File: src/rtl/fpil_pkg.sv
`timescale 1ns/1ps
package fpil_pkg;
  typedef enum logic [1:0] {
    UNIT_INT = 2'd0,
    UNIT_ADD = 2'd1,
    UNIT_MUL = 2'd2,
    UNIT_DIV = 2'd3
  } unit_e;

  function automatic int unsigned max2(int unsigned a, int unsigned b);
    return (a > b) ? a : b;
  endfunction
endpackage

File: src/rtl/fpil_unit_decode.sv
`timescale 1ns/1ps
module fpil_unit_decode #(
  parameter int unsigned ADD_STG = 4,
  parameter int unsigned MUL_STG = 7,
  parameter int unsigned DIV_CYC = 24,
  parameter int unsigned MEM_STG = 1,
  parameter int unsigned OW      = 5,
  parameter int unsigned CW      = 5
) (
  input  logic [1:0]    unit_i,
  output logic [OW-1:0] wp_off_o,
  output logic [CW-1:0] win_o,
  output logic          early_o,
  output logic          is_div_o
);
  import fpil_pkg::*;

  // win: cycles the destination stays in execution stages; early: result
  // forwardable one cycle before the last stage ends (pipelined units)
  always_comb begin
    wp_off_o = OW'(1 + MEM_STG);
    win_o    = '0;
    early_o  = 1'b0;
    is_div_o = 1'b0;
    unique case (unit_e'(unit_i))
      UNIT_INT: begin
        wp_off_o = OW'(1 + MEM_STG);
        win_o    = '0;
      end
      UNIT_ADD: begin
        wp_off_o = OW'(ADD_STG + MEM_STG);
        win_o    = CW'(ADD_STG);
        early_o  = 1'b1;
      end
      UNIT_MUL: begin
        wp_off_o = OW'(MUL_STG + MEM_STG);
        win_o    = CW'(MUL_STG);
        early_o  = 1'b1;
      end
      UNIT_DIV: begin
        wp_off_o = OW'(DIV_CYC + MEM_STG);
        win_o    = CW'(DIV_CYC);
        is_div_o = 1'b1;
      end
      default: ;
    endcase
  end
endmodule

File: src/rtl/fpil_wport_ring.sv
`timescale 1ns/1ps
module fpil_wport_ring #(
  parameter int unsigned LEN = 26,
  parameter int unsigned OW  = 5
) (
  input  logic          clk_i,
  input  logic          rst_ni,
  input  logic [OW-1:0] off_i,
  input  logic          book_i,
  output logic          hit_o
);
  // bit k set: write port taken k cycles from now
  logic [LEN-1:0] slot_q, slot_d, sel;

  for (genvar k = 0; k < LEN; k++) begin : g_slot
    assign sel[k] = (off_i == OW'(k));
    if (k < LEN - 1) begin : g_mid
      assign slot_d[k] = slot_q[k+1] | (book_i & (off_i == OW'(k + 1)));
    end else begin : g_top
      assign slot_d[k] = book_i & (off_i == OW'(k + 1));
    end
  end

  assign hit_o = |(slot_q & sel);

  always_ff @(posedge clk_i or negedge rst_ni) begin
    if (!rst_ni) slot_q <= '0;
    else         slot_q <= slot_d;
  end
endmodule

File: src/rtl/fpil_div_gate.sv
`timescale 1ns/1ps
module fpil_div_gate #(
  parameter int unsigned CYC = 24,
  parameter int unsigned CW  = 5
) (
  input  logic clk_i,
  input  logic rst_ni,
  input  logic start_i,
  output logic busy_o
);
  logic [CW-1:0] left_q;

  assign busy_o = (left_q != '0);

  always_ff @(posedge clk_i or negedge rst_ni) begin
    if (!rst_ni)      left_q <= '0;
    else if (start_i) left_q <= CW'(CYC);
    else if (busy_o)  left_q <= left_q - 1'b1;
  end
endmodule

File: src/rtl/fpil_scoreboard.sv
`timescale 1ns/1ps
module fpil_scoreboard #(
  parameter int unsigned NENT = 64,
  parameter int unsigned IW   = 6,
  parameter int unsigned CW   = 5
) (
  input  logic          clk_i,
  input  logic          rst_ni,
  input  logic          wr_i,
  input  logic [IW-1:0] wr_idx_i,
  input  logic [CW-1:0] win_i,
  input  logic          early_i,
  input  logic [IW-1:0] rd_a_idx_i,
  input  logic [IW-1:0] rd_b_idx_i,
  output logic          raw_o,
  output logic          waw_o
);
  logic [NENT-1:0] raw_v, waw_v;

  for (genvar e = 0; e < NENT; e++) begin : g_ent
    logic [CW-1:0] cnt_q;
    logic          early_q;

    always_ff @(posedge clk_i or negedge rst_ni) begin
      if (!rst_ni) begin
        cnt_q   <= '0;
        early_q <= 1'b0;
      end else if (wr_i && (wr_idx_i == IW'(e))) begin
        cnt_q   <= win_i;
        early_q <= early_i;
      end else if (cnt_q != '0) begin
        cnt_q   <= cnt_q - 1'b1;
      end
    end

    assign raw_v[e] = cnt_q > CW'(early_q);
    assign waw_v[e] = (cnt_q != '0);
  end

  // write check uses the same index as the booking
  assign raw_o = raw_v[rd_a_idx_i] | raw_v[rd_b_idx_i];
  assign waw_o = waw_v[wr_idx_i];
endmodule

File: src/rtl/fp_issue_interlock.sv
`timescale 1ns/1ps
module fp_issue_interlock #(
  parameter int unsigned NREG    = 32,
  parameter int unsigned ADD_STG = 4,
  parameter int unsigned MUL_STG = 7,
  parameter int unsigned DIV_CYC = 24,
  parameter int unsigned MEM_STG = 1
) (
  input  logic                    clk_i,
  input  logic                    rst_ni,
  input  logic                    id_valid_i,
  input  logic [1:0]              id_unit_i,
  input  logic [$clog2(NREG)-1:0] id_dst_i,
  input  logic                    id_dst_fp_i,
  input  logic [$clog2(NREG)-1:0] id_src1_i,
  input  logic [$clog2(NREG)-1:0] id_src2_i,
  input  logic                    id_src_fp_i,
  output logic                    issue_o,
  output logic                    stall_o
);
  import fpil_pkg::*;

  localparam int unsigned RW      = $clog2(NREG);
  localparam int unsigned IW      = RW + 1;
  localparam int unsigned NENT    = 2 * NREG;
  localparam int unsigned MAX_STG = max2(max2(ADD_STG, MUL_STG), max2(DIV_CYC, 1));
  localparam int unsigned WP_LEN  = MAX_STG + MEM_STG + 1;
  localparam int unsigned OW      = $clog2(WP_LEN + 1);
  localparam int unsigned CW      = $clog2(MAX_STG + 1);

  logic [OW-1:0] wp_off;
  logic [CW-1:0] win;
  logic          early, is_div;
  logic          div_busy, wp_hit, raw_hit, waw_hit, hazard;

  fpil_unit_decode #(
    .ADD_STG(ADD_STG), .MUL_STG(MUL_STG), .DIV_CYC(DIV_CYC),
    .MEM_STG(MEM_STG), .OW(OW), .CW(CW)
  ) u_dec (
    .unit_i   (id_unit_i),
    .wp_off_o (wp_off),
    .win_o    (win),
    .early_o  (early),
    .is_div_o (is_div)
  );

  fpil_div_gate #(.CYC(DIV_CYC), .CW(CW)) u_div (
    .clk_i   (clk_i),
    .rst_ni  (rst_ni),
    .start_i (issue_o & is_div),
    .busy_o  (div_busy)
  );

  fpil_wport_ring #(.LEN(WP_LEN), .OW(OW)) u_ring (
    .clk_i  (clk_i),
    .rst_ni (rst_ni),
    .off_i  (wp_off),
    .book_i (issue_o),
    .hit_o  (wp_hit)
  );

  fpil_scoreboard #(.NENT(NENT), .IW(IW), .CW(CW)) u_sb (
    .clk_i      (clk_i),
    .rst_ni     (rst_ni),
    .wr_i       (issue_o),
    .wr_idx_i   ({id_dst_fp_i, id_dst_i}),
    .win_i      (win),
    .early_i    (early),
    .rd_a_idx_i ({id_src_fp_i, id_src1_i}),
    .rd_b_idx_i ({id_src_fp_i, id_src2_i}),
    .raw_o      (raw_hit),
    .waw_o      (waw_hit)
  );

  assign hazard  = (is_div & div_busy) | wp_hit | raw_hit | waw_hit;
  assign issue_o = id_valid_i & ~hazard;
  assign stall_o = id_valid_i & hazard;
endmodule

File: config.mk
export PLATFORM = sky130hd
export DESIGN_NAME = fp_issue_interlock
export DESIGN_NICKNAME = d
export VERILOG_FILES = /design/src/rtl/fpil_pkg.sv /design/src/rtl/fpil_unit_decode.sv /design/src/rtl/fpil_wport_ring.sv /design/src/rtl/fpil_div_gate.sv /design/src/rtl/fpil_scoreboard.sv /design/src/rtl/fp_issue_interlock.sv
export SDC_FILE = /design/constraint.sdc
export NUM_CORES = 1
export LEC_CHECK = 0
export ABC_AREA = 1
export CAP_MARGIN = 30
export CORE_MARGIN = 2
export CORE_UTILIZATION = 40
export DETAILED_ROUTE_END_ITERATION = 16
export GPL_ROUTABILITY_DRIVEN = 0
export GPL_TIMING_DRIVEN = 0
export HOLD_SLACK_MARGIN = 0.15
export SLEW_MARGIN = 15
export SYNTH_ARGS = -nofsm -noshare
export SYNTH_HDL_FRONTEND = slang
export SYNTH_SLANG_ARGS = --single-unit
File: constraint.sdc
create_clock -name clk_i -period 8.6 [get_ports clk_i]
set_input_delay 1.72 -clock clk_i [delete_from_list [all_inputs] [get_ports clk_i]]
set_output_delay 1.72 -clock clk_i [all_outputs]
set_load 0.01 [all_outputs]
### Word-level counts from Yosys, hierarchy flattened

Cells that the tools add are included.

* reduce and logical (&&, ||, !) cells: 199
* bitwise logic cells: 61
* $lt $le $gt $ge: 67
* add/subtract/negate cells: 65
* mux-type cells: 140
* equal/unequal tests: 92

Operators by type and width (count)
* $mux W5: 130
* $reduce_bool A5 Y1: 65
* $sub A5 B1 Y5 const B: 65
* $gt A5 B1 Y1: 64
* $eq A6 B6 Y1 const B: 32
* $reduce_bool A2 Y1: 65
* $eq A6 B5 Y1 const B: 16
* $logic_and A1 B1 Y1: 64
* $eq A5 B5 Y1 const B: 11
* $eq A6 B4 Y1 const B: 8
* $eq A5 B4 Y1 const B: 8
* $pmux W5 S4: 2
* $and A1 B1 Y1: 30
* $or A1 B1 Y1: 29
* $and A26 B26 Y26: 1
* $reduce_or A26 Y1: 1
* $eq A6 B3 Y1 const B: 4
* $lt A6 B7 Y1 const B: 3
* $eq A5 B3 Y1 const B: 4
* $bmux W1 S6: 3
* $eq A6 B2 Y1 const B: 2
* $eq A5 B2 Y1 const B: 2
* $eq A6 B1 Y1 const B: 1
* $logic_not A6 Y1: 1
* 8 further kinds: 13

* output and inout bits: 2
* register bits: 415
* logic and storage cells: 754
* input port bits: 22

### Logic depth before layout (Yosys ltp)

* depth in word-level cells: 12
* depth in mapped cells: 21
* mapped depth without buffers: 19

### Modules after synthesis

A second synthesis with hierarchy kept.

* cells, all modules: 3140
* area, all modules: 25547.0 um^2

Modules (own cells, without submodules)
* fpil_scoreboard: sequential area each 9609.2 um^2, area each 23834.1 um^2, cells each 2944, instances 1
* fpil_wport_ring: sequential area each 650.6 um^2, area each 1295.0 um^2, cells each 142, instances 1
* fpil_div_gate: sequential area each 125.1 um^2, area each 256.5 um^2, cells each 30, instances 1
* fpil_unit_decode: sequential area each 0.0 um^2, area each 108.9 um^2, cells each 14, instances 1
* fp_issue_interlock: sequential area each 0.0 um^2, area each 52.6 um^2, cells each 10, instances 1

### Worst setup path before layout

Ideal clock, no wire load.

* path type: input port to output port
* from: in id_unit_i[0]
* to: out issue_o
* stages on the path: 14
* data required time: 6.880 ns
* data arrival time: 3.426 ns
* slack: 3.454 ns
* path buffers: 2
* cell sequence: ha_1 > clkbuf_1 > nand2_1 > nor2_1 > nand2_1 > o21ai_0 > nor3_1 > nand3_1 > nor2_1 > nand2_1 > nor2_1 > nand3_1 > nor2_1 > buf_2

* word-level cells in the longest chain between the ends: 10
* elaborated cells between the ends (all ways): 40
* classes of those cells: 28 x eq/ne; 2 x mux; 7 x bitwise; 3 x reduce/logical

RTL lines
* from (decl): RTL line fp_issue_interlock.sv:12 `input logic [1:0] id_unit_i,`
* $eq A2 B2 Y1, or another cell as far along: RTL line fpil_unit_decode.sv:25 `unique case (unit_e'(unit_i))`
* $pmux W5 S4: RTL line fpil_unit_decode.sv:25
* $eq A5 B1 Y1, or another cell as far along: RTL line fpil_wport_ring.sv:16 `assign sel[k] = (off_i == OW'(k));`
* $and A26 B26 Y26: RTL line fpil_wport_ring.sv:24 `assign hit_o = |(slot_q & sel);`
* $reduce_or A26 Y1: RTL line fpil_wport_ring.sv:24
* $or A1 B1 Y1 * (3 in a row): RTL line fp_issue_interlock.sv:75 `assign hazard = (is_div & div_busy) | wp_hit | raw_hit | waw_hit;`
* $not A1 Y1 *: RTL line fp_issue_interlock.sv:76 `assign issue_o = id_valid_i & ~hazard;`
* $and A1 B1 Y1 *: RTL line fp_issue_interlock.sv:76
* to (decl): RTL line fp_issue_interlock.sv:18 `output logic issue_o,`

Every way passes the cells marked *; elsewhere a longest branch is shown, timed or not.

### Final worst setup path

* from: in id_dst_i[2]
* to: out stall_o

* word-level cells in the longest chain between the ends: 4

RTL lines
* from (decl): RTL line fp_issue_interlock.sv:13 `input logic [$clog2(NREG)-1:0] id_dst_i,`
* $bmux W1 S6: RTL line fpil_scoreboard.sv:42 `assign waw_o = waw_v[wr_idx_i];`
* $mux W1 (not written as such): RTL line fpil_scoreboard.sv:42
* $or A1 B1 Y1: RTL line fp_issue_interlock.sv:75
* $and A1 B1 Y1: RTL line fp_issue_interlock.sv:77 `assign stall_o = id_valid_i & hazard;`
* to (decl): RTL line fp_issue_interlock.sv:19 `output logic stall_o`

Every way passes these cells. The select of a mux whose other input is x is not followed.

==> run_results.csv <==
group,metric,value,unit
place,post-dp-hpwl,66310,um
clock_tree,cts.sinks,415,
worst_setup_path,critPathBufInv,5,
logic_synthesis,synth_flop_cell,"dfrtp_1",
route,wl_per_cell,20.19,um
worst_setup_path,crit_type,"input port to output port",
route,vias,24450,
worst_setup_path,cp-start-kind,"input port",
worst_setup_path,critPathCaptureType,"output port",
power,p_leak,0.01629,uW
clock_tree,post_cts_resized,0,
global_routing,gr-usage-met2,41.14,%
place,portBuffers,17,
global_routing,gr-total-overflow,0,
worst_setup_path,cpLargestDelayFamily,"simple AND/OR/NAND/NOR gates",
worst_setup_path,required,6.88,ns
clock_tree,cts_buffers,49,
route,drc_errors,0,
global_routing,top_usage_layer,"met2",
layout,fin_cells,4538,
floorplan,row_count,94,
floorplan,die-area,0.06861,mm2
route,drt-vias-per-instance,5.388,
worst_setup_path,cp_slowest_stage_delay,0.80,ns
logic_synthesis,synth_nets,3760,
logic_synthesis,ys_types,32,
logic_synthesis,synth_seq_cells,415,
floorplan,die_w,261.9,um
clock_tree,clk_pin_slew,0.05,ns
logic_synthesis,yosysTopAreaCell,"dfrtp_1",
logic_synthesis,yosysMostFrequentCell,"nand2_1",
worst_setup_path,arrival,6.03,ns
sta,fmax,129.0,MHz
logic_synthesis,synth.top_cell.area_share,39.02,%
clock_tree,clk_latency,0.60,ns
layout,synthToLayoutAreaGrowth,12.74,%
logic_synthesis,synth_edf_count,0,
logic_synthesis,synthCells,3538,
worst_setup_path,path_cells,"clkdlybuf4s50_1 > inv_1 > nor2_1 > inv_1 > nor2_2 > nand2_1 > o21ai_0 > nor2_1 > nand2_1 > nor2_1 > nand2_1 > nand2_1 > nand3_1 > nor2_1 > nand2_1 > nor2_1 > buf_2 > nor2_1 > clkdlybuf4s50_1",
clock_tree,hold_buffers,0,
layout,final_net_count,3859,
worst_setup_path,cp_slowest_cell,"nor2_2",
outcome,outcome,"finished, final reports clean",
route,drtAntennaViolNets,0,
floorplan,start_util,40.41,%
power,powerDensity,335.1,mW/mm2
global_routing,grt_max_degree,95,
global_routing,antenna_found_initial,1,
logic_synthesis,ys_seq_area_share,39.02,%
route,routed_wl,91610,um
clock_tree,cts_buffer_depth,3,
logic_synthesis,yosys-top-cells-area,"dfrtp_1 39%, nand2_1 14%, ha_1 9.4%, nand3_1 8.7%, nor2_1 5.1%",
clock_tree,cts_tree,"yes",
sta,setup-violations-final,0,
logic_synthesis,synth_common_cells,"1003 x nand2_1, 460 x nand3_1, 415 x dfrtp_1",
sta,drv_slew,0,
sta,hold_viol_final,0,
route,drt_first_iter_violations,2587,
clock_tree,cts_root_buf,"clkbuf_16",
power,power,10060,uW
sta,worst_pin_slew,1.122,ns
logic_synthesis,yosysWarnings,0,
logic_synthesis,ys_async_sr_fraction,100.0,%
global_routing,grt.total_usage,27.00,%
global_routing,grt_util_met3,5.710,%
layout,drive_gt1_share,8.984,%
global_routing,first_global_vias,22920,
floorplan,num_io_pins,24,
global_routing,met1_usage,36.54,%
place,dpl.cell_count,4448,
power,vdd.ir_drop.worst,145.5,uV
sta,slew_headroom,25.22,%
global_routing,grt_pass1_wl,138300,um
worst_setup_path,critPathMostFrequentCell,"nor2_1",
clock_tree,cts_setup_buffers,0,
job,cap_violations,0,
sta,skew,0.02054,ns
sta,timing.final.crit_share,90.14,%
floorplan,die_h,261.9,um
clock_tree,htree_levels,2,
sta,finalCriticalPeriod,7.752,ns
worst_setup_path,crit_path_max_fanout,10,
route,first_pass_iters,6,
hold_path,hold_class,"register to register",
logic_synthesis,synth_area,0.02661,mm2
layout,post-route-util,45.55,%
logic_synthesis,syn_area_per_cell,7.522,um2
sta,grt_setup_unrepaired,"no",
floorplan,core-area,0.06586,mm2
flip-flops by register name, indices dropped and copies added, names as in the netlist:
register / count
u_sb.g_ent.early_q: 64
u_sb.g_ent.cnt_q: 320
u_div.left_q: 5
u_ring.slot_q: 26
cell usage in the layout, fill, tap and decap left out, types with 4 or more instances in the layout:
| cell | n |
|---|---|
| buf_4 | 10 |
| a21oi_1 | 68 |
| dfrtp_1 | 415 |
| clkbuf_16 | 49 |
| inv_1 | 332 |
| buf_1 | 19 |
| xor2_1 | 74 |
| or2_2 | 153 |
| buf_6 | 16 |
| nor3_1 | 4 |
| clkbuf_1 | 52 |
| mux2i_1 | 57 |
| nand3_2 | 10 |
| buf_8 | 14 |
| buf_2 | 25 |
| clkbuf_8 | 17 |
| nor2_1 | 358 |
| bufinv_16 | 4 |
| buf_16 | 4 |
| nand2_1 | 1003 |
| ha_1 | 200 |
| xnor2_1 | 32 |
| clkinv_2 | 10 |
| clkdlybuf4s50_1 | 16 |
| o21ai_0 | 29 |
| nand4_1 | 207 |
| o21bai_1 | 6 |
| nor2_2 | 12 |
| nand3_1 | 460 |
worst paths after layout:
path                            cells after the start  slack, ns                                 from                                  end
worst max register to register                     17       4.83  u_sb.g_ent[52].cnt_q[0]$_DFFE_PN0P_  u_sb.g_ent[22].cnt_q[1]$_DFFE_PN0P_
worst min-delay path                                1       0.45          u_ring.slot_q[11]$_DFF_PN0_          u_ring.slot_q[10]$_DFF_PN0_
min in group asynchronous                           1       1.09                               rst_ni  u_sb.g_ent[28].cnt_q[1]$_DFFE_PN0P_
worst min register to register                      1       0.45          u_ring.slot_q[11]$_DFF_PN0_          u_ring.slot_q[10]$_DFF_PN0_
worst max-delay path                               19       0.85                          id_dst_i[2]                              stall_o
max in group asynchronous                           3       6.16                               rst_ni   u_sb.g_ent[55].early_q$_DFFE_PN0P_
through the flow:
stage	cell area, um2	setup slack (ns)	setup TNS (ns)	hold WS [ns]
2_1_floorplan	26610	3.454	0	0.4223
3_3_place_gp	27860	-13.59	-5624.62	0.4358
3_5_place_dp	28310	0.8512	0	0.4418
4_1_cts	29980	0.8342	0	0.4554
5_1_grt	30000	0.8887	0	0.4844
6_report	30000	0.8480	0	0.4531
final cells by class:
| type | count | area [um2] |
|---|---|---|
| diodes | 1 | 2.502 |
| well taps | 864 | 1081 |
| flip-flops and latches | 415 | 10390 |
| fillers | 6657 | 35860 |
| repair buffers | 48 | 634.4 |
| plain buffers | 103 | 475.5 |
| clock inverters | 15 | 177.7 |
| inverters | 332 | 1246 |
| clock buffers | 72 | 1483 |
| multi-input cells | 2688 | 14520 |
cells by family (layout without fill, tap and decap cells):
group	Yosys count	after routing	synth area share [%]
other	0	1	0
and+or+nand+nor	2215	2215	37.30
adders and majority gates	200	200	9.403
AOI/OAI and AO/OA	110	110	2.177
DFF	415	415	39.02
muxes	57	57	2.144
buffers and inverters	435	570	6.469
xor gates and xnor gates	106	106	3.488
where the power goes:
| part | leakage, uW | total [uW] | internal (uW) | switching (uW) |
|---|---|---|---|---|
| Sequential | 0.00510 | 3320 | 2800 | 520 |
| Combinational | 0.0104 | 4550 | 1820 | 2740 |
| Clock | 0.000829 | 2180 | 1300 | 876 |
metal layers:
metal / vias up / wire length, um
met5: - / 0
met4: 0 / 4898
met3: 241 / 8827
met2: 957 / 39170
met1: 11510 / 38710
li1: 11740 / -
(Power assumes the default switching activity.)
